<file path="config.mk">
export PLATFORM = sky130hd
export DESIGN_NAME = pend_prio_sel
export DESIGN_NICKNAME = d
export VERILOG_FILES = /design/src/rtl/pps_pkg.sv /design/src/rtl/pps_qualify.sv /design/src/rtl/pps_cmp.sv /design/src/rtl/pend_prio_sel.sv
export SDC_FILE = /design/constraint.sdc
export NUM_CORES = 1
export LEC_CHECK = 0
export BUFFER_PORTS_ARGS = -buffer_cell sky130_fd_sc_hd__buf_2
export CAP_MARGIN = 0
export CELL_PAD_IN_SITES_DETAIL_PLACEMENT = 1
export CELL_PAD_IN_SITES_GLOBAL_PLACEMENT = 1
export CORE_AREA = 2 2 229 231
export DETAILED_ROUTE_END_ITERATION = 7
export DIE_AREA = 0 0 231 233
export MAX_ROUTING_LAYER = met4
export PLACE_DENSITY_LB_ADDON = 0.1
export RECOVER_POWER = 50
export SLEW_MARGIN = 20
export SYNTH_ARGS = -nofsm -noshare
export SYNTH_HDL_FRONTEND = slang
export SYNTH_SLANG_ARGS = --single-unit
</file>
<file path="constraint.sdc">
create_clock -name clk -period 5 [get_ports clk]
set_input_delay 0.25 -clock clk [delete_from_list [all_inputs] [get_ports clk]]
set_output_delay 0.25 -clock clk [all_outputs]
set_load 0.02 [all_outputs]
</file>
<file path="src/rtl/pps_pkg.sv">
package pps_pkg;
  localparam int ENTRY_W   = 64;
  localparam int STATE_HI  = 63;
  localparam int STATE_LO  = 62;
  localparam int GRP_BIT   = 60;
  localparam int PRI_HI    = 55;
  localparam int PRI_LO    = 48;
  localparam int PRI_W     = PRI_HI - PRI_LO + 1;
  localparam int ID_W      = 10;

  typedef enum logic [1:0] {
    ST_IDLE = 2'b00,
    ST_PEND = 2'b01,
    ST_ACT  = 2'b10,
    ST_PACT = 2'b11
  } ent_state_e;

  localparam logic [PRI_W-1:0] PRI_IDLE = '1;
  localparam logic [ID_W-1:0]  SPUR_ID  = 10'd1023;
  localparam logic [ENTRY_W-1:0] SPUR_VAL = {{(ENTRY_W-ID_W){1'b0}}, SPUR_ID};
endpackage

</file>
<file path="src/rtl/pps_qualify.sv">
module pps_qualify
  import pps_pkg::*;
(
  input  logic [ENTRY_W-1:0] entry_i,
  input  logic               grp0_en_i,
  input  logic               grp1_en_i,
  output logic               elig_o,
  output logic [PRI_W-1:0]   pri_o
);
  ent_state_e st;
  logic       grp_on;

  always_comb begin
    st     = ent_state_e'(entry_i[STATE_HI:STATE_LO]);
    grp_on = entry_i[GRP_BIT] ? grp1_en_i : grp0_en_i;
    elig_o = (st == ST_PEND) && grp_on;
    pri_o  = entry_i[PRI_HI:PRI_LO];
  end
endmodule

</file>
<file path="src/rtl/pps_cmp.sv">
module pps_cmp
  import pps_pkg::*;
(
  input  logic             elig_i,
  input  logic [PRI_W-1:0] cand_pri_i,
  input  logic [PRI_W-1:0] best_pri_i,
  output logic             take_o
);
  // Strict compare: equal priority keeps the earlier index, idle never wins
  assign take_o = elig_i && (cand_pri_i < best_pri_i);
endmodule

</file>
<file path="src/rtl/pend_prio_sel.sv">
module pend_prio_sel
  import pps_pkg::*;
#(
  parameter  int NUM_ENTRIES = 8,
  localparam int IDX_W = (NUM_ENTRIES > 1) ? $clog2(NUM_ENTRIES) : 1,
  localparam int CNT_W = $clog2(NUM_ENTRIES + 1)
) (
  input  logic                           clk,
  input  logic                           rst,
  input  logic                           start,
  input  logic [NUM_ENTRIES*ENTRY_W-1:0] entries_i,
  input  logic [CNT_W-1:0]               used_cnt_i,
  input  logic                           grp0_en_i,
  input  logic                           grp1_en_i,
  output logic                           done_o,
  output logic                           found_o,
  output logic [IDX_W-1:0]               win_idx_o,
  output logic [ENTRY_W-1:0]             win_val_o
);
  localparam logic [CNT_W-1:0] MAX_CNT = CNT_W'(NUM_ENTRIES);

  logic               busy_q;
  logic [IDX_W-1:0]   scan_idx_q;
  logic [CNT_W-1:0]   lim_q;
  logic [PRI_W-1:0]   best_pri_q;
  logic [IDX_W-1:0]   best_idx_q;
  logic [ENTRY_W-1:0] best_val_q;
  logic               best_hit_q;

  logic [CNT_W-1:0]   lim_in;
  logic [ENTRY_W-1:0] cur_entry;
  logic               cur_elig;
  logic [PRI_W-1:0]   cur_pri;
  logic               take;
  logic               last;

  logic [PRI_W-1:0]   nxt_pri;
  logic [IDX_W-1:0]   nxt_idx;
  logic [ENTRY_W-1:0] nxt_val;
  logic               nxt_hit;

  // Clamp the in-use count to the file depth
  assign lim_in    = (used_cnt_i > MAX_CNT) ? MAX_CNT : used_cnt_i;
  assign cur_entry = entries_i[int'(scan_idx_q)*ENTRY_W +: ENTRY_W];
  assign last      = (CNT_W'(scan_idx_q) + CNT_W'(1)) == lim_q;

  pps_qualify u_qual (
    .entry_i   (cur_entry),
    .grp0_en_i (grp0_en_i),
    .grp1_en_i (grp1_en_i),
    .elig_o    (cur_elig),
    .pri_o     (cur_pri)
  );

  pps_cmp u_cmp (
    .elig_i     (cur_elig),
    .cand_pri_i (cur_pri),
    .best_pri_i (best_pri_q),
    .take_o     (take)
  );

  always_comb begin
    nxt_pri = take ? cur_pri    : best_pri_q;
    nxt_idx = take ? scan_idx_q : best_idx_q;
    nxt_val = take ? cur_entry  : best_val_q;
    nxt_hit = take | best_hit_q;
  end

  always_ff @(posedge clk) begin
    if (rst) begin
      busy_q     <= 1'b0;
      scan_idx_q <= '0;
      lim_q      <= '0;
      best_pri_q <= PRI_IDLE;
      best_idx_q <= '0;
      best_val_q <= '0;
      best_hit_q <= 1'b0;
      done_o     <= 1'b0;
      found_o    <= 1'b0;
      win_idx_o  <= '0;
      win_val_o  <= SPUR_VAL;
    end else begin
      done_o <= 1'b0;
      if (start) begin
        busy_q     <= (lim_in != '0);
        scan_idx_q <= '0;
        lim_q      <= lim_in;
        best_pri_q <= PRI_IDLE;
        best_idx_q <= '0;
        best_val_q <= '0;
        best_hit_q <= 1'b0;
        if (lim_in == '0) begin
          done_o    <= 1'b1;
          found_o   <= 1'b0;
          win_idx_o <= '0;
          win_val_o <= SPUR_VAL;
        end
      end else if (busy_q) begin
        best_pri_q <= nxt_pri;
        best_idx_q <= nxt_idx;
        best_val_q <= nxt_val;
        best_hit_q <= nxt_hit;
        scan_idx_q <= scan_idx_q + IDX_W'(1);
        if (last) begin
          busy_q    <= 1'b0;
          done_o    <= 1'b1;
          found_o   <= nxt_hit;
          win_idx_o <= nxt_hit ? nxt_idx : '0;
          win_val_o <= nxt_hit ? nxt_val : SPUR_VAL;
        end
      end
    end
  end


  done_one_cycle_chk: assert property (@(posedge clk) disable iff (rst)
    done_o && !start |=> !done_o);


  spurious_value_chk: assert property (@(posedge clk) disable iff (rst)
    done_o && !found_o |-> (win_val_o == SPUR_VAL) && (win_idx_o == '0));


  won_pending_chk: assert property (@(posedge clk) disable iff (rst)
    found_o |-> (win_val_o[STATE_HI:STATE_LO] == ST_PEND));


  never_idle_pri_chk: assert property (@(posedge clk) disable iff (rst)
    found_o |-> (win_val_o[PRI_HI:PRI_LO] != PRI_IDLE));


  hold_between_done_chk: assert property (@(posedge clk) disable iff (rst)
    !done_o |-> $stable(win_val_o) && $stable(found_o) && $stable(win_idx_o));


  scan_bound_chk: assert property (@(posedge clk) disable iff (rst)
    busy_q |-> (CNT_W'(scan_idx_q) < lim_q));
endmodule

</file>
# Yosys cells after proc, flatten, opt, wreduce, memory -nomap -nowiden
# Cells that the tools add are included.
# classes
bitwise_logic,1
magnitude_cmp,2
n_mux,25
n_eq_ne,3
n_reduce_logical,9
shifts,1
add_sub_neg,2
# ops
operator,count
$shiftx A512 B10 Y64,1
$mux W64,6
$mux W3,6
$mux W1,12
$lt A8 B8 Y1,1
$add A3 B1 Y4 const B,1
$eq A4 B4 Y1,1
$gt A4 B4 Y1 const B,1
$logic_not A4 Y1,1
$mux W4,1
$reduce_bool A2 Y1,2
$reduce_bool A4 Y1,1
$add A3 B1 Y3 const B,1
$reduce_and A3 Y1,1
$eq A2 B1 Y1 const B,1
$logic_and A1 B1 Y1,2
$ne A2 B1 Y1 const B,1
$reduce_and A2 Y1,1
$reduce_or A2 Y1,1
$or A1 B1 Y1,1
# totals
reg_bits,153
out_inout_bits,69
input_bits,521
elab_cells,54

# Depth between registers and ports, before layout
# depth
word_depth,9
mapped_depth,16
mapped_depth_nobuf,10

# Cells and area by module
# A second synthesis with hierarchy kept.
# hier_totals
cells_unflattened,949
hier_area_um2,10516.3
# by_module_without_submodules
mod,cells_each,area_each_um2,seq_area_each_um2,n_inst
pend_prio_sel,913,10244.8,3062.9,1
pps_cmp,26,188.9,0.0,1
pps_qualify,10,82.6,0.0,1

# Least setup slack after synthesis
# OpenSTA, ideal clock, no wires.
# synth_timing
path_type,register to register
from,register scan_idx_q[0]
to,register win_val_o[58]
stages_incl_launch_ff,16
setup_ns,0.117
synth_period_minus_slack_ns,3.759
t_arrival_ns,3.642
setup_slack_ns,1.241
required_ns,4.883
n_path_buf,5
path_cell_list,dfxtp_1 -> buf_2 -> buf_2 -> buf_1 -> mux4_2 -> mux2i_1 -> inv_1 -> ha_1 -> nand4_1 -> a221oi_1 -> o21ai_1 -> o2111ai_1 -> buf_4 -> buf_2 -> mux2i_1 -> a22o_1
# synth_between
word_cells_on_any_way,16
cone_classes,1 x add/sub; 1 x order compare; 2 x eq/ne; 1 x shift; 6 x mux; 1 x bitwise; 4 x reduce/logical
# synth_lines
element,line,source
"start, declared",pend_prio_sel.sv:23,logic [IDX_W-1:0] scan_idx_q;
"start signal, assigned",pend_prio_sel.sv:103,scan_idx_q <= scan_idx_q + IDX_W'(1);
$shiftx A512 B10 Y64 *,pend_prio_sel.sv:44,assign cur_entry = entries_i[int'(scan_idx_q)*ENTRY_W +: ENTRY_W];
via cur_entry[55],pend_prio_sel.sv:31,logic [ENTRY_W-1:0] cur_entry;
$lt A8 B8 Y1 *,pps_cmp.sv:10,assign take_o = elig_i && (cand_pri_i < best_pri_i);
$logic_and A1 B1 Y1 *,pps_cmp.sv:10,
$mux W64 / $or A1 B1 Y1 (equally long branches),"pend_prio_sel.sv:65, pend_prio_sel.sv:66",
$mux W64 *,pend_prio_sel.sv:109,win_val_o <= nxt_hit ? nxt_val : SPUR_VAL;
$mux W64 *,pend_prio_sel.sv:104,if (last) begin
$mux W64 *,pend_prio_sel.sv:98,end else if (busy_q) begin
$mux W64 *,pend_prio_sel.sv:84,if (start) begin
"end signal, assigned",pend_prio_sel.sv:109,
"end, declared",pend_prio_sel.sv:18,output logic [ENTRY_W-1:0] win_val_o
# Mark *: on every way through the listed nets, which the timed path passes. The rest lies on a longest branch. The select of a mux whose other input is x is not followed.
# A chain may end at the register's enable or synchronous reset.

# Worst setup path after layout
# layout_timing
from,register scan_idx_q[1]
to,register win_val_o[35]
# layout_between
elab_chain_cells,9
word_cells_on_any_way,16
cone_classes,1 x add/sub; 1 x order compare; 2 x eq/ne; 1 x shift; 6 x mux; 1 x bitwise; 4 x reduce/logical
# layout_lines
element
branches (longest 9 deep; another with $lt A8 B8 Y1)
# Parallel ways; which one is timed is not known. The select of a mux whose other input is x is not followed.

==> metrics.txt <==
Avg Vias per Cell 4.679; Final #Nets 1969; Starting Density 19.67%; maximum clock skew at final layout 0.009082 ns; Cells after Synth 911; clock share of power 41.5%; Final Hold Slack 0.06942 ns; reported max-cap violation count 1; root cell of the clock tree sky130_fd_sc_hd__clkbuf_16; switching power 0.8377 mW; post-placement worst setup slack 0.8816 ns; Design Area, Final 14200 µm²; most common cell in the netlist sky130_fd_sc_hd__dfxtp_1; data arrival time of the critical path 4.64 ns; Worst IR Drop VDD 0.2367 mV; CP Data Required Time 5.37 ns; hold_buf cts 0; share of Yosys cell area claimed by the top area cell type 30.48%; synthesized flop and latch total 153; average cell area after synthesis 11.03 µm²; number of iterations in the first detailed-routing pass 7; final std cells w/o fill 2140; Synth Flop Type sky130_fd_sc_hd__dfxtp_1; Die Height 233 µm; placed cells 2100; CP Capture Type register; switch share 26.39%; detailed-route wire length per cell 21.73 µm; sequential fraction of the synthesis area 30.48%; RSZ-0062 raised after global routing false; post-cts sizing count 0; Synthesis Warnings 0; number of H-tree levels 4; maximum clock path buffer count 2; pwr dens 223.5 nW/µm²; PnR worst setup slack 0.7325 ns; clock tree from TritonCTS yes; via total after detailed routing 10010; count of standard-cell rows 83; power share of the sequential group 39.1%; top fanout value on the critical path 50; post-synthesis cell area 10050 µm²; maximum frequency from static timing analysis 0.2343 GHz; violations in the final reports max-capacitance violations, max-slew violations; overall power consumption 3.174 mW; number of clock sinks 153; setup violation total in the final timing report 0; placeable core area 51090 µm²; width of the die 231 µm; ratio of cells with drive above 1 in the final layout 49.52%; net count after synthesis 1440; layout overhead on the synthesized area 41.34%; count of final hold-check violations 0; share of power burned in combinational logic 19.4%; clock buffer count from CTS 17; detailed router's first-iteration violation count 356; leading post-synthesis cells by instance count 153 x sky130_fd_sc_hd__dfxtp_1, 122 x sky130_fd_sc_hd__mux4_2, 119 x sky130_fd_sc_hd__mux2i_1; all-layer global routing usage 17.51%; global placement routability congestion 0.7719; EDFF count, synth 0; clock insertion delay at the later pin of the skew report 0.43 ns; post-synth cell types 47; Final ANT Viol Nets 0; fill cell instance count of the final layout 5962; Post-Route Utilization 27.80%; fin. max-slew vios 77; Die ar. 53820 µm²; pin count of the biggest net entering global routing 77; GR Overflow Total 0; most area-consuming cells after synthesis sky130_fd_sc_hd__dfxtp_1 30%, sky130_fd_sc_hd__mux4_2 27%, sky130_fd_sc_hd__mux2i_1 12%; CP startpoint kind register; via count of the first global-routing pass 11100; area leader, netlist sky130_fd_sc_hd__dfxtp_1; drc violations 0; initial antenna violation count 10; Setup Fix Bufs, Post-CTS 0; Cell Int Power 2.337 mW; ratio of final minimum period to clock period 85.35%; Post-synth ARST share 0%; total wirelength of the detailed-routed design 46510 µm; headroom to the max-slew limit -35.24%; critical path start-end classification register to register; Setup TNS 0 ns; port bufs 589; clock transition at the register clock pins on the worst setup and hold paths after CTS 0.06 ns; DP HPWL 35530 µm; wire length of the first global-routing pass 69180 µm; transition at the pin with the smallest max-transition slack 2.029 ns; shortest period the worst path allows 4.268 ns; number of top-level pins 590; result of the run complete, but fails checks; standard cell area after detailed placement 13680 µm²; path class of the lowest-slack min-delay path input port to register; leakage dissipation 5.749 nW
[final timing paths]
check	startpoint	end	cells after the start	slack, ns
hold reg to reg	best_val_q[60]$_SDFFE_PP0P_	best_val_q[60]$_SDFFE_PP0P_	2	0.47
hold / removal	used_cnt_i[0]	lim_q[0]$_SDFFE_PP0P_	3	0.07
setup / recovery	scan_idx_q[1]$_SDFFE_PP0P_	win_val_o[35]$_SDFFE_PP0P_	7	0.73
setup reg to reg	scan_idx_q[1]$_SDFFE_PP0P_	win_val_o[35]$_SDFFE_PP0P_	7	0.73
[sequential cells by signal, summed over array words and instances, names as in the netlist]
signal,count
best_val_q,64
win_val_o,64
best_pri_q,8
lim_q,4
best_idx_q,3
scan_idx_q,3
win_idx_o,3
best_hit_q,1
busy_q,1
done_o,1
found_o,1
[cells in the final DEF (no fill, tap or decap), types with 19 or more instances in the layout]
cell                          n
sky130_fd_sc_hd__a211oi_1    69
sky130_fd_sc_hd__nand2_1     71
sky130_fd_sc_hd__mux4_2     122
sky130_fd_sc_hd__inv_1       23
sky130_fd_sc_hd__mux2i_1    119
sky130_fd_sc_hd__buf_2      520
sky130_fd_sc_hd__a22o_1      51
sky130_fd_sc_hd__dfxtp_1    149
sky130_fd_sc_hd__clkbuf_16   19
sky130_fd_sc_hd__a21oi_1     71
sky130_fd_sc_hd__clkbuf_1    71
sky130_fd_sc_hd__nand3_1     20
[area by class of cell]
type                       instances  area (µm²)  share of cell area [%]
sequential                       153        3075                   21.65
antenna                            8       20.02                  0.1410
clock inverter                     4       25.02                  0.1762
tap                              680       850.8                   5.991
multi-input combinational        631        6502                   45.78
timing repair buffer             614        3077                   21.66
clock buffer                      27       565.5                   3.982
inverter                          23       86.33                  0.6079
[critical path, stage by stage (launching register included)]
cell,delay [ns]
sky130_fd_sc_hd__dfxtp_4,0.57
sky130_fd_sc_hd__buf_4,0.58
sky130_fd_sc_hd__clkbuf_2,1.11
sky130_fd_sc_hd__a311o_1,0.34
sky130_fd_sc_hd__a221oi_1,0.15
sky130_fd_sc_hd__a21oi_4,0.65
sky130_fd_sc_hd__buf_4,0.54
sky130_fd_sc_hd__a22o_1,0.21
[logic make-up (layout without fill, tap and decap cells)]
group           after synthesis  after routing  synth area share, %
buf+inv                     127            668                5.292
other cells                   0              8                    0
xor+xnor                      4              4               0.3487
simple gates                134            134                6.164
fa+ha+maj                     8              8               0.9962
compound gates              240            240                17.07
mux                         245            245                39.65
flops                       153            153                30.48
[power by group through the flow]
| stage | sequential (mW) | combinational [mW] | clock (mW) |
|---|---|---|---|
| floorplan | 1.26 | 0.325 | 0 |
| global placement | 1.27 | 0.621 | 0 |
| global route | 1.24 | 0.680 | 1.41 |
| detailed placement | 1.27 | 0.632 | 0 |
| CTS | 1.24 | 0.634 | 1.37 |
| finish | 1.24 | 0.616 | 1.32 |
[routing by layer]
layer	wire length, µm	GRT usage [%]
met5	0	-
met4	577	4.335
met3	2382	3.382
met2	24200	30.50
met1	19350	20.71
No activity file was read; power rests on OpenSTA's default activity.
